$ cat config.mk
export PLATFORM = sky130hd
export DESIGN_NAME = rtn_refresh_sched
export DESIGN_NICKNAME = d
export VERILOG_FILES = /design/src/rtl/rfs_pkg.sv /design/src/rtl/rfs_bloom_bin.sv /design/src/rtl/rfs_sweep.sv /design/src/rtl/rtn_refresh_sched.sv
export SDC_FILE = /design/constraint.sdc
export NUM_CORES = 1
export LEC_CHECK = 0
export ABC_AREA = 0
export BUFFER_PORTS_ARGS = -buffer_cell sky130_fd_sc_hd__buf_2
export CAP_MARGIN = 10
export CORE_MARGIN = 10
export CORE_UTILIZATION = 53
export DETAILED_ROUTE_END_ITERATION = 16
export PLACE_DENSITY = 0.72
export SETUP_SLACK_MARGIN = 0.15
export SLEW_MARGIN = 20
export SYNTH_ARGS = -nofsm -noshare
export SYNTH_HDL_FRONTEND = slang
export SYNTH_SLANG_ARGS = --single-unit
$ cat constraint.sdc
create_clock -name clk_i -period 3.6 [get_ports clk_i]
set_clock_uncertainty 0.1 [all_clocks]
set_input_delay 0.36 -clock clk_i [delete_from_list [all_inputs] [get_ports clk_i]]
set_output_delay 0.36 -clock clk_i [all_outputs]
set_load 0.1 [all_outputs]
$ cat src/rtl/rfs_pkg.sv
package rfs_pkg;
  localparam int HASH_MUL_BASE = 3;
  localparam int HASH_MUL_STEP = 4;
endpackage

$ cat src/rtl/rfs_bloom_bin.sv
module rfs_bloom_bin #(
  parameter int ROW_W    = 6,
  parameter int FILT_W   = 6,
  parameter int NUM_HASH = 2
) (
  input  logic             clk_i,
  input  logic             rst_ni,
  input  logic             clear_i,
  input  logic             prog_i,
  input  logic [ROW_W-1:0] prog_row_i,
  input  logic [ROW_W-1:0] look_row_i,
  output logic             hit_o
);
  import rfs_pkg::*;
  localparam int NBITS = 1 << FILT_W;
  localparam int PW    = ROW_W + FILT_W + 8;

  function automatic logic [FILT_W-1:0] hidx(input logic [ROW_W-1:0] r, input int j);
    logic [PW-1:0] p;
    p = PW'(r) * PW'(HASH_MUL_BASE + HASH_MUL_STEP * j);
    p = p + PW'(r >> FILT_W);
    return FILT_W'(p);
  endfunction

  logic [NBITS-1:0]    bits_q;
  logic [NBITS-1:0]    set_mask;
  logic [NUM_HASH-1:0] hit_vec;

  for (genvar j = 0; j < NUM_HASH; j++) begin : g_hash
    assign hit_vec[j] = bits_q[hidx(look_row_i, j)];
  end

  always_comb begin
    set_mask = '0;
    for (int j = 0; j < NUM_HASH; j++) set_mask[hidx(prog_row_i, j)] = 1'b1;
  end

  always_ff @(posedge clk_i or negedge rst_ni) begin
    if (!rst_ni)      bits_q <= '0;
    else if (clear_i) bits_q <= '0;
    else if (prog_i)  bits_q <= bits_q | set_mask;
  end

  assign hit_o = &hit_vec;

  assert_clear_empties_R8: assert property (@(posedge clk_i) disable iff (!rst_ni)
    clear_i |=> (bits_q == '0));
  assert_bits_monotonic_R11: assert property (@(posedge clk_i) disable iff (!rst_ni)
    !clear_i |=> ((bits_q & $past(bits_q)) == $past(bits_q)));
endmodule

$ cat src/rtl/rfs_sweep.sv
module rfs_sweep #(
  parameter int ROW_W  = 6,
  parameter int SLOT_W = 2
) (
  input  logic              clk_i,
  input  logic              rst_ni,
  input  logic              tick_i,
  output logic [ROW_W-1:0]  row_o,
  output logic [SLOT_W-1:0] slot_o
);
  logic [ROW_W-1:0]  row_q;
  logic [SLOT_W-1:0] slot_q;

  always_ff @(posedge clk_i or negedge rst_ni) begin
    if (!rst_ni) begin
      row_q  <= '0;
      slot_q <= '0;
    end else if (tick_i) begin
      row_q <= row_q + 1'b1;
      if (row_q == {ROW_W{1'b1}}) slot_q <= slot_q + 1'b1;
    end
  end

  assign row_o  = row_q;
  assign slot_o = slot_q;

  assert_slot_wrap_R2: assert property (@(posedge clk_i) disable iff (!rst_ni)
    (slot_q != $past(slot_q)) |-> ($past(row_q) == {ROW_W{1'b1}} && row_q == '0));
endmodule

$ cat src/rtl/rtn_refresh_sched.sv
module rtn_refresh_sched #(
  parameter int ROW_W    = 6,
  parameter int FILT_W   = 6,
  parameter int NUM_HASH = 2,
  parameter int NUM_BINS = 2,
  localparam int BIN_W   = (NUM_BINS > 1) ? $clog2(NUM_BINS) : 1,
  localparam int SLOT_W  = NUM_BINS
) (
  input  logic             clk_i,
  input  logic             rst_ni,
  input  logic             tick_i,
  input  logic             clear_i,
  input  logic             prog_valid_i,
  input  logic [BIN_W-1:0] prog_bin_i,
  input  logic [ROW_W-1:0] prog_row_i,
  output logic             req_valid_o,
  output logic [ROW_W-1:0] req_row_o,
  input  logic             req_grant_i,
  output logic             overrun_o
);
  logic [ROW_W-1:0]    cur_row;
  logic [SLOT_W-1:0]   cur_slot;
  logic [NUM_BINS-1:0] hit;
  logic                due;
  logic                pending;
  logic                req_valid_q, overrun_q;
  logic [ROW_W-1:0]    req_row_q;

  rfs_sweep #(.ROW_W(ROW_W), .SLOT_W(SLOT_W)) u_sweep (
    .clk_i (clk_i), .rst_ni(rst_ni), .tick_i(tick_i),
    .row_o (cur_row), .slot_o(cur_slot)
  );

  for (genvar b = 0; b < NUM_BINS; b++) begin : g_bin
    rfs_bloom_bin #(.ROW_W(ROW_W), .FILT_W(FILT_W), .NUM_HASH(NUM_HASH)) u_bin (
      .clk_i     (clk_i),
      .rst_ni    (rst_ni),
      .clear_i   (clear_i),
      .prog_i    (prog_valid_i && (prog_bin_i == BIN_W'(b))),
      .prog_row_i(prog_row_i),
      .look_row_i(cur_row),
      .hit_o     (hit[b])
    );
  end

  // descending scan: the lowest matching bin is written last and wins
  always_comb begin
    due = (cur_slot == '0);
    for (int b = NUM_BINS - 1; b >= 0; b--)
      if (hit[b]) due = ((cur_slot & SLOT_W'((1 << b) - 1)) == '0);
  end

  assign pending = req_valid_q && !req_grant_i;

  always_ff @(posedge clk_i or negedge rst_ni) begin
    if (!rst_ni) begin
      req_valid_q <= 1'b0;
      req_row_q   <= '0;
      overrun_q   <= 1'b0;
    end else begin
      overrun_q <= tick_i && pending;
      if (req_valid_q && req_grant_i) req_valid_q <= 1'b0;
      if (tick_i && due && !pending) begin
        req_valid_q <= 1'b1;
        req_row_q   <= cur_row;
      end
    end
  end

  assign req_valid_o = req_valid_q;
  assign req_row_o   = req_row_q;
  assign overrun_o   = overrun_q;

  assert_req_hold_R9: assert property (@(posedge clk_i) disable iff (!rst_ni)
    (req_valid_o && !req_grant_i) |=> (req_valid_o && $stable(req_row_o)));
  assert_req_after_tick_R9: assert property (@(posedge clk_i) disable iff (!rst_ni)
    $rose(req_valid_o) |-> $past(tick_i));
  assert_overrun_cause_R10: assert property (@(posedge clk_i) disable iff (!rst_ni)
    overrun_o |-> $past(tick_i && req_valid_o && !req_grant_i));
endmodule

==> metrics.cfg, run 1 <==
[floorplan]
num_io_pins=21
num_rows=45
core_um2=15200
initial_utilization=0.540
dieWidth_um=144
die_h_um=144
die_area_um2=20900

[synthesis]
synth_mux_area_frac=0.153
syn_avg_cell_area_um2=10.3
synthArstFlopShare=1.00
syn_inst=796
yosysSeqAreaShare=0.439
synth-simple-area-share=0.131
synth_ff_type=dfrtp_1
synth.ff_latch_count=144
synth_top_family_by_area=compound AO/OA/AOI/OAI gates
yosysUniqueCellTypes=49
yosys.area_share.xor_xnor=0.0267
synth-adder-area-share=0.0488
syn-cell-area_um2=8200
synth-compound-area-share=0.162
syn-num-nets=835
yosys_warnings=0
synth_edf_count=0

[detailed_routing]
first_pass_iters=5
vias_per_cell=6.68
ant_nets=0
drc=0
drt_iter0_drc=848
routedWlPerCell_um=22.5
drt_wl_total_um=23000
vias=6818

[status]
violations=setup timing
outcome=complete, but fails checks

[sta]
worstMarginPinSlew_ps=938
fmax_mhz=257
layout_min_cycle_time_ps=3890
drv_slew=0
grt_setup_unrepaired=true
slew_headroom=0.375
hold_viol=0
finalCritPeriodShare=1.08
setup_ws_ps=-293
finalSetupViolCount=7

[pwr]
power.density_nw_per_um2=1040
power.leakage_nw=4.05
p_total_w=0.00966
vdd_drop_max_uv=1030

[clock_tree]
cts_root_buffer=clkbuf_16
clockBufferDepth=2
cts_max_level=4
clk_pin_slew_worst_paths_ps=60
clock_latency_ps=430
numCtsBuffers=17
cts.sinks=144
cts_tree=built

[setup_path]
cp.arrival_ps=4110
cp_top_family=adder cells
critPathMaxFanout=8
critPathBufInv=1
worstReg2RegEnd=req_row_o[1]
r2r-start=u_sweep.row_o[0]
cp_cell_sequence=fa_1 -> ha_2 -> fa_1 -> buf_12 -> mux4_2 -> a31oi_1 -> nand4_1 -> a21o_1 -> o31ai_4 -> o21ai_2 -> a31oi_4 -> mux2_4
critPathSlowestCell=fa_1
end_kind=register
crit_required_ps=3820
cpMostUsedCell=fa_1
r2r_slack_ps=-290
cp-start-kind=register
criticalPathCategory=register to register
crit_path_max_incr_delay_ps=540
reg2reg_depth=12

[placed_design]
gp_congestion=0.911
dp_hpwl_um=15800
dpl-instance-area_um2=8620
port_buffers=20

[layout]
fillers=1235
fin_nets=860
regArea_um2=3610
multiInputGateArea_um2=4320
final_cell_mix=dfrtp_1 (141), nor2_1 (140), a21oi_1 (136)
layout-drive-gt1-share=0.194
area_growth_pct=13.6
final_util=0.613
final_common_cell=dfrtp_1
n_antenna_cell=0
fin_area_um2=9320

[global_routing]
globalRouteTotalUtil=0.232
globalRouteMet3Util=0.0682
grt_pass1_wl_um=37200
grt_pass1_vias=6755
gr-usage-met1=0.290
grt_max_degree=102
use_met2=0.370
grt-ovfl-total=0
antenna_found_initial=0
busiest_layer=met2

[hold_path]
hold_path_depth=3
hold_start=req_grant_i
min_to=overrun_o
hp-class=primary input to register

[flow_run]
drv_cap=0

-- final cells by class --
class | count | share of cell area
clock inverters | 11 | 0.0192
repair buffers | 64 | 0.0514
well taps | 188 | 0.0252
multi-input cells | 583 | 0.463
flip-flops and latches | 144 | 0.387
inverters | 11 | 0.00483
clock buffers | 20 | 0.0490
-- worst reg2reg max path: stages, from the launching register on --
cell and delay (ps):
dfrtp_2 420, fa_1 500, ha_2 220, fa_1 540, buf_12 150, mux4_2 490
a31oi_1 180, nand4_1 120, a21o_1 210, o31ai_4 80, o21ai_2 110, a31oi_4 320
mux2_4 330
-- worst max-delay path by stage --
| stage | start | end | slack, ps | cells after the start |
|---|---|---|---|---|
| after floorplan | u_sweep.row_o[1] | req_row_o[0] | -130 | 13 |
| after global placement | u_sweep.row_o[1] | req_row_o[1] | -340 | 12 |
| after detailed placement | u_sweep.row_o[1] | req_row_o[0] | -420 | 12 |
| after CTS | u_sweep.row_o[0] | req_row_o[1] | -330 | 12 |
| after global routing | u_sweep.row_o[0] | req_row_o[3] | -400 | 12 |
| final | u_sweep.row_o[0] | req_row_o[1] | -290 | 12 |
-- registers in the layout, indices dropped and copies added (netlist names) --
signal / cells
u_sweep.slot_o: 2
u_sweep.row_o: 6
req_valid_o: 1
req_row_o: 6
overrun_o: 1
g_bin.u_bin.bits_q: 128
-- synthesized netlist by cell type, types with 2 or more instances --
| cell | number | share of area |
|---|---|---|
| buf_6 | 6 | 0.0082 |
| clkbuf_1 | 44 | 0.020 |
| o31ai_1 | 2 | 0.0018 |
| nor2b_1 | 4 | 0.0030 |
| and2_1 | 2 | 0.0015 |
| nor3_1 | 2 | 0.0012 |
| nand3_1 | 36 | 0.022 |
| buf_1 | 2 | 0.00092 |
| mux4_1 | 9 | 0.029 |
| ha_1 | 16 | 0.024 |
| a31oi_1 | 2 | 0.0015 |
| nor2_1 | 140 | 0.064 |
| nand2b_1 | 8 | 0.0061 |
| a21oi_1 | 136 | 0.083 |
| xnor2_1 | 15 | 0.016 |
| or3_1 | 4 | 0.0030 |
| dfrtp_1 | 144 | 0.44 |
| buf_2 | 4 | 0.0024 |
| and3_1 | 2 | 0.0015 |
| inv_1 | 10 | 0.0046 |
| and4_1 | 4 | 0.0043 |
| xor2_1 | 10 | 0.011 |
| mux2_2 | 6 | 0.0082 |
| nand4_1 | 10 | 0.0076 |
| mux2i_1 | 4 | 0.0049 |
| nand2_1 | 23 | 0.011 |
| nand3b_1 | 3 | 0.0027 |
| o21ai_0 | 6 | 0.0037 |
| fa_1 | 10 | 0.024 |
| o22ai_1 | 66 | 0.050 |
| mux4_2 | 36 | 0.099 |
| and2_4 | 2 | 0.0021 |
| mux2_4 | 6 | 0.011 |
| a21o_1 | 7 | 0.0064 |
-- logic make-up (layout without fill, tap and decap cells) --
group                    count (synthesis)  count (layout)
AO/OA/AOI/OAI                          229             229
adder cells (fa/ha/maj)                 26              26
XOR/XNOR                                25              25
multiplexers                            62              62
buffers and inverters                   69             106
flip-flops                             144             144
AND/OR/NAND/NOR                        241             241
-- power breakdown --
| group | internal, W | switching [W] | total, W |
|---|---|---|---|
| clock network | 0.00120 | 0.000705 | 0.00191 |
| registers | 0.00173 | 0.0000896 | 0.00182 |
| logic | 0.00265 | 0.00329 | 0.00593 |
-- stage by stage --
| step | TNS [ps] | std cells | hold slack [ps] | setup slack [ps] |
|---|---|---|---|---|
| finish | -1750 | 1021 | 109 | -293 |
| global placement | -2050 | 987 | 369 | -342 |
| detailed placement | -2530 | 987 | 377 | -415 |
| CTS | -1990 | 1020 | 104 | -327 |
| floorplan | -791 | 796 | -35.6 | -132 |
| global route | -2470 | 1021 | 115 | -396 |
-- what timing repair did --
item / in CTS / in global routing
gates resized for setup: 5 / 3
hold buffers: 1 / 0
setup buffers: 1 / 1
pin swaps: 8 / 2
gates cloned: 0 / 0
hold endpoints to repair: 54 / 0
endpoints found under the setup margin: 7 / 7
-- metal layers --
metal	vias up	share of wire
met5	-	0
met4	0	0.036
met3	77	0.087
li1	2986	-
met2	389	0.48
met1	3366	0.39
Power figures use the tool's default switching activity.
==> run 2: changes to the inputs <==
--- a/config.mk
+++ b/config.mk
@@ -9,9 +9,9 @@
 export BUFFER_PORTS_ARGS = -buffer_cell sky130_fd_sc_hd__buf_2
 export CAP_MARGIN = 10
 export CORE_MARGIN = 10
-export CORE_UTILIZATION = 53
+export CORE_UTILIZATION = 36
 export DETAILED_ROUTE_END_ITERATION = 16
-export PLACE_DENSITY = 0.72
+export PLACE_DENSITY = 0.53
 export SETUP_SLACK_MARGIN = 0.15
 export SLEW_MARGIN = 20
 export SYNTH_ARGS = -nofsm -noshare
==> run 2 against run 1 <==
  * The flow still finishes with violations (setup timing)
  * Utilization decreased by 19 points
  * Hold slack improved by 18 ps
  * Total power decreased by 1.9%
  * Non-clock buffer count increased by 2
  * Global-route usage decreased by 6.4 points
  * Sequential share of layout area decreased by 0.48 points
  * Die area increased by 40%
  * Routed wire length increased by 6.0%
  * Combinational power decreased by 2%
  * Clock-buffer cell count decreased by 1
  * Via count decreased by 5.1%
  * Maximum frequency increased by 2.7%
  * Largest cell class unchanged
==> metrics.cfg, run 2 (synthesis results as in run 1) <==
[status]
outcome=complete, but fails checks  ; unchanged
violations=setup timing  ; unchanged

[detailed_routing]
vias=6467  ; was 6,818
routedWlPerCell_um=21.8  ; was 22.5 um
drt_iter0_drc=565  ; was 848
ant_nets=0  ; unchanged
vias_per_cell=5.78  ; was 6.68
drt_wl_total_um=24400  ; was 23,000 um
first_pass_iters=5  ; unchanged
drc=0  ; unchanged

[setup_path]
critPathMaxFanout=6  ; was 8
r2r_slack_ps=-190  ; was -290 ps
criticalPathCategory=register to register  ; unchanged
r2r-start=u_sweep.row_o[0]  ; unchanged
cp.arrival_ps=4010  ; was 4110 ps
cp-start-kind=register  ; unchanged
worstReg2RegEnd=req_row_o[4]  ; was req_row_o[1]
end_kind=register  ; unchanged
crit_required_ps=3820  ; about the same
reg2reg_depth=13  ; was 12

[global_routing]
grt_pass1_vias=6520  ; was 6,755
antenna_found_initial=0  ; unchanged
grt_max_degree=77  ; was 102
grt-ovfl-total=0  ; unchanged
grt_pass1_wl_um=38000  ; was 37,200 um
globalRouteTotalUtil=0.169  ; was 0.232

[clock_tree]
clk_pin_slew_worst_paths_ps=60  ; about the same
numCtsBuffers=17  ; unchanged
clock_latency_ps=430  ; about the same
cts.sinks=144  ; unchanged
cts_max_level=4  ; unchanged
cts_root_buffer=clkbuf_16  ; unchanged
clockBufferDepth=2  ; unchanged
cts_tree=built  ; unchanged

[sta]
worstMarginPinSlew_ps=759  ; was 938 ps
drv_slew=0  ; unchanged
hold_viol=0  ; unchanged
setup-tns-final_ps=-1190  ; was -1750 ps
fmax_mhz=264  ; was 257 MHz
finalCritPeriodShare=1.05  ; was 1.08
grt_setup_unrepaired=true  ; unchanged
slew_headroom=0.494  ; was 0.375
setup_ws_ps=-191  ; was -293 ps
finalSetupViolCount=7  ; unchanged
hold-worst-slack_ps=127  ; was 109 ps
layout_min_cycle_time_ps=3790  ; was 3890 ps

[flow_run]
drv_cap=0  ; unchanged

[hold_path]
min_to=overrun_o  ; unchanged
hold_start=req_grant_i  ; unchanged
hold_path_depth=3  ; unchanged
hp-class=primary input to register  ; unchanged

[layout]
regMostFlops=g_bin.u_bin.bits_q  ; unchanged
largest_register_ff_count=128  ; unchanged
final_util=0.419  ; was 0.613
fillers=2171  ; was 1,235
area_growth_pct=15.0  ; was 13.6%
layout-drive-gt1-share=0.196  ; was 0.194
fin_nets=862  ; was 860
n_antenna_cell=0  ; unchanged
final_common_cell=dfrtp_1  ; unchanged
fin_area_um2=9440  ; was 9320 um^2
final_cell_mix=dfrtp_1 (141), nor2_1 (140), a21oi_1 (136)  ; unchanged

[floorplan]
num_io_pins=21  ; unchanged
core_um2=22500  ; was 15,200 um^2
dieWidth_um=171  ; was 144 um
initial_utilization=0.365  ; was 0.540
num_rows=55  ; was 45
die_area_um2=29200  ; was 20,900 um^2
die_h_um=171  ; was 144 um

[placed_design]
port_buffers=20  ; unchanged
gp_congestion=0.869  ; was 0.911
dp_hpwl_um=16800  ; was 15,800 um
dpl-instance-area_um2=8730  ; was 8620 um^2
pre_cts_ws_ps=-375  ; was -415 ps

[pwr]
power.leakage_nw=4.05  ; about the same
power.density_nw_per_um2=1000  ; was 1040 nW/um^2
vdd_drop_max_uv=810  ; was 1030 uV

-- run 2: cell count changes in the layout (fill, tap and decap cells not counted), sizes merged --
cell      change
buf           +2
clkbuf        -1
clkinvlp      -1
inv           -2
clkinv        +2
-- run 2: routing by layer --
layer | vias to the layer above | track usage | routed length, um | share of wire
li1 | 2973 | - | - | -
met1 | 3282 | 0.230 | 11100 | 0.46
met2 | 184 | 0.264 | 11500 | 0.47
met3 | 28 | 0.0369 | 1290 | 0.053
met4 | 0 | 0.0469 | 406 | 0.017
met5 | - | 0 | 0 | 0
-- run 2: how the worst max path moves through the flow --
stage	start	end	cells past startpoint
detailed placement	u_sweep.row_o[1]	req_row_o[3]	13
CTS	u_sweep.row_o[1]	req_row_o[3]	13
global placement	u_sweep.row_o[1]	req_row_o[5]	13
finish	u_sweep.row_o[0]	req_row_o[4]	13
floorplan	u_sweep.row_o[1]	req_row_o[0]	13
global route	u_sweep.row_o[0]	req_row_o[4]	13
-- run 2: report_power, final --
part,internal [W],switching (W)
combinational,0.00252,0.00328
sequential,0.00173,0.0000848
clock,0.00115,0.000711
total,0.00540,0.00407
-- run 2: area by class of cell --
type,instances,area [um^2],area share
repair buffers,66,502,0.0532
multi-input cells,583,4330,0.459
inverters,11,45.0,0.00477
clock inverters,10,164,0.0174
clock buffers,19,433,0.0459
well taps,285,357,0.0378
flip-flops and latches,144,3610,0.382
-- run 2: per-stage QoR --
stage / power, W / instances
floorplan: 0.00558 / 796
global placement: 0.00719 / 1082
detailed placement: 0.00720 / 1082
CTS: 0.00935 / 1117
global route: 0.0100 / 1118
finish: 0.00947 / 1118
-- run 2: repair_timing --
item | CTS | global route
hold buffers | 1 | 0
pin swaps | 5 | 2
resized for setup | 6 | 6
gates cloned | 0 | 0
setup endpoints to repair | 7 | 7
hold endpoints to repair | 73 | 0
buffers inserted | 5 | 1
-- run 2: worst max-delay path: stages, from the launching register on --
cell and delay [ps]:
dfrtp_2 410, fa_1 540, ha_2 180, fa_2 500, buf_6 160, mux4_2 330, nand3_2 70, nand4_1 120
a21o_1 170, o31ai_4 90, or3_4 360, a31oi_4 210, buf_12 150, mux2_4 290
==> run 3: changes to the inputs <==
--- a/config.mk
+++ b/config.mk
@@ -8,10 +8,12 @@
 export ABC_AREA = 0
 export BUFFER_PORTS_ARGS = -buffer_cell sky130_fd_sc_hd__buf_2
 export CAP_MARGIN = 10
+export CELL_PAD_IN_SITES_DETAIL_PLACEMENT = 1
+export CELL_PAD_IN_SITES_GLOBAL_PLACEMENT = 1
 export CORE_MARGIN = 10
-export CORE_UTILIZATION = 36
+export CORE_UTILIZATION = 46
 export DETAILED_ROUTE_END_ITERATION = 16
-export PLACE_DENSITY = 0.53
+export PLACE_DENSITY = 0.77
 export SETUP_SLACK_MARGIN = 0.15
 export SLEW_MARGIN = 20
 export SYNTH_ARGS = -nofsm -noshare
==> run 3 against run 2 <==
  * The flow still finishes with violations (setup timing)
  * Hold slack lost 4.6 ps
  * Routed wire length grew 12%
  * Sequential share of layout area shrank 0.23 points
==> metrics.cfg, run 3 (synthesis results as in run 1) <==
[status]
outcome=complete, but fails checks  ; unchanged
violations=setup timing  ; unchanged

[clock_tree]
cts_root_buffer=clkbuf_16  ; unchanged
cts_tree=built  ; unchanged
clock_latency_ps=440  ; was 430 ps
cts_max_level=4  ; unchanged
clockBufferDepth=2  ; unchanged
clk_pin_slew_worst_paths_ps=70  ; was 60 ps
numCtsBuffers=17  ; unchanged
cts.sinks=144  ; unchanged

[floorplan]
initial_utilization=0.471  ; was 0.365
core_um2=17400  ; was 22,500 um^2
num_io_pins=21  ; unchanged
num_rows=48  ; was 55
dieWidth_um=154  ; was 171 um
die_h_um=154  ; was 171 um
die_area_um2=23600  ; was 29,200 um^2

[pwr]
p_total_w=0.0100  ; was 0.00947 W
power.leakage_nw=4.10  ; was 4.05 nW
vdd_drop_max_uv=698  ; was 810 uV
power.density_nw_per_um2=1050  ; was 1000 nW/um^2

[setup_path]
cp-start-kind=register  ; unchanged
critPathSlowestCell=fa_2  ; was fa_1
r2r-start=u_sweep.row_o[1]  ; was u_sweep.row_o[0]
cp_cell_sequence=fa_1 -> ha_2 -> fa_2 -> buf_6 -> mux4_2 -> nand3_2 -> nand4_1 -> a21o_1 -> o31ai_4 -> o21ai_2 -> a31oi_4 -> buf_12 -> mux2_4  ; was fa_1 -> ha_2 -> fa_2 -> buf_6 -> mux4_2 -> nand3_2 -> nand4_1 -> a21o_1 -> o31ai_4 -> or3_4 -> a31oi_4 -> buf_12 -> mux2_4
worstReg2RegEnd=req_row_o[3]  ; was req_row_o[4]
critPathBufInv=2  ; unchanged
crit_required_ps=3820  ; about the same
cp.arrival_ps=4140  ; was 4010 ps
cp_top_family=adder cells  ; unchanged
criticalPathCategory=register to register  ; unchanged
end_kind=register  ; unchanged
critPathMaxFanout=6  ; unchanged
reg2reg_depth=13  ; unchanged
crit_path_max_incr_delay_ps=580  ; was 540 ps
r2r_slack_ps=-320  ; was -190 ps

[flow_run]
drv_cap=0  ; unchanged

[layout]
layout-drive-gt1-share=0.214  ; was 0.196
n_antenna_cell=0  ; unchanged
fin_cells=1067  ; was 1,118
final_common_cell=dfrtp_1  ; unchanged
area_growth_pct=15.7  ; was 15.0%
fin_area_um2=9500  ; was 9440 um^2
largest_register_ff_count=128  ; unchanged
regMostFlops=g_bin.u_bin.bits_q  ; unchanged
final_cell_mix=dfrtp_1 (141), nor2_1 (139), a21oi_1 (136)  ; was dfrtp_1 (141), nor2_1 (140), a21oi_1 (136)
fin_nets=868  ; was 862

[global_routing]
grt_max_degree=103  ; was 77
grt-ovfl-total=0  ; unchanged
grt_pass1_vias=7559  ; was 6,520
globalRouteTotalUtil=0.232  ; was 0.169
grt_pass1_wl_um=43500  ; was 38,000 um
antenna_found_initial=0  ; unchanged

[sta]
grt_setup_unrepaired=true  ; unchanged
slew_headroom=0.270  ; was 0.494
fmax_mhz=255  ; was 264 MHz
drv_slew=0  ; unchanged
setup_ws_ps=-321  ; was -191 ps
worstMarginPinSlew_ps=1090  ; was 759 ps
setup-tns-final_ps=-1940  ; was -1190 ps
layout_min_cycle_time_ps=3920  ; was 3790 ps
hold-worst-slack_ps=122  ; was 127 ps
finalSetupViolCount=7  ; unchanged
hold_viol=0  ; unchanged
finalCritPeriodShare=1.09  ; was 1.05

[detailed_routing]
routedWlPerCell_um=25.6  ; was 21.8 um
vias_per_cell=6.48  ; was 5.78
ant_nets=0  ; unchanged
first_pass_iters=5  ; unchanged
drt_iter0_drc=722  ; was 565
vias=6912  ; was 6,467
drt_wl_total_um=27400  ; was 24,400 um
drc=0  ; unchanged

[placed_design]
gp_congestion=0.881  ; was 0.869
dp.cells=1026  ; was 1,082
port_buffers=20  ; unchanged
dpl-instance-area_um2=8670  ; was 8730 um^2
dp_hpwl_um=18400  ; was 16,800 um

[hold_path]
min_to=overrun_o  ; unchanged
hold_start=req_grant_i  ; unchanged
hold_path_depth=3  ; unchanged
hp-class=primary input to register  ; unchanged

[run 3: cell count changes in the layout (fill, tap and decap cells not counted), moves of 2 or more]
| cell | before | now |
|---|---|---|
| clkinvlp_4 | 2 | 4 |
| clkinv_2 | 2 | 0 |
| buf_4 | 41 | 47 |
| inv_6 | 1 | 4 |
| clkbuf_1 | 2 | 0 |
[run 3: worst max path at each step]
stage,from,end,cells after the start
after detailed placement,u_sweep.row_o[1],req_row_o[1],12
after CTS,u_sweep.row_o[1],req_row_o[3],14
after global routing,u_sweep.row_o[1],req_row_o[3],15
after floorplan,u_sweep.row_o[1],req_row_o[0],13
after global placement,u_sweep.row_o[1],req_row_o[1],12
final,u_sweep.row_o[1],req_row_o[3],13
[run 3: through the flow]
stage | utilization | worst slack, ps
after detailed placement | 0.498 | -389
after global placement | 0.498 | -303
final | 0.545 | -321
after global routing | 0.545 | -394
after floorplan | - | -132
after CTS | 0.542 | -321
[run 3: metal layers]
| layer | vias up | wire length (um) | part of all wire | track usage |
|---|---|---|---|---|
| met5 | - | 0 | 0 | 0 |
| li1 | 2983 | - | - | - |
| met3 | 71 | 1760 | 0.064 | 0.0544 |
| met4 | 0 | 770 | 0.028 | 0.0913 |
| met2 | 276 | 13600 | 0.50 | 0.378 |
| met1 | 3582 | 11300 | 0.41 | 0.293 |
[run 3: what timing repair did]
| item | in CTS | in global routing |
|---|---|---|
| endpoints found under the hold margin | 93 | 0 |
| resized for setup | 12 | 8 |
| pin swaps | 10 | 10 |
| setup endpoints to repair | 7 | 7 |
| buffers inserted | 7 | 1 |
| hold buffers | 1 | 0 |
[run 3: worst register-to-register path: stages (launching register included)]
cell and delay, ps:
dfrtp_2 430, fa_1 500, ha_2 220, fa_2 580, buf_6 150, mux4_2 530
nand3_2 90, nand4_1 90, a21o_1 230, o31ai_4 70, o21ai_2 130, a31oi_4 230
buf_12 150, mux2_4 300
[run 3: report_power, final]
part | switching [W] | internal [W] | total [W]
combinational | 0.00355 | 0.00268 | 0.00623
sequential | 0.0000942 | 0.00173 | 0.00182
clock | 0.000760 | 0.00119 | 0.00195
[run 3: final cells by class]
class / instances / area, um^2
clock buffers: 18 / 439
multi-input cells: 583 / 4370
well taps: 225 / 282
inverters: 11 / 45.0
fillers: 1899 / 7920
clock inverters: 14 / 204
repair buffers: 72 / 547
flip-flops and latches: 144 / 3610
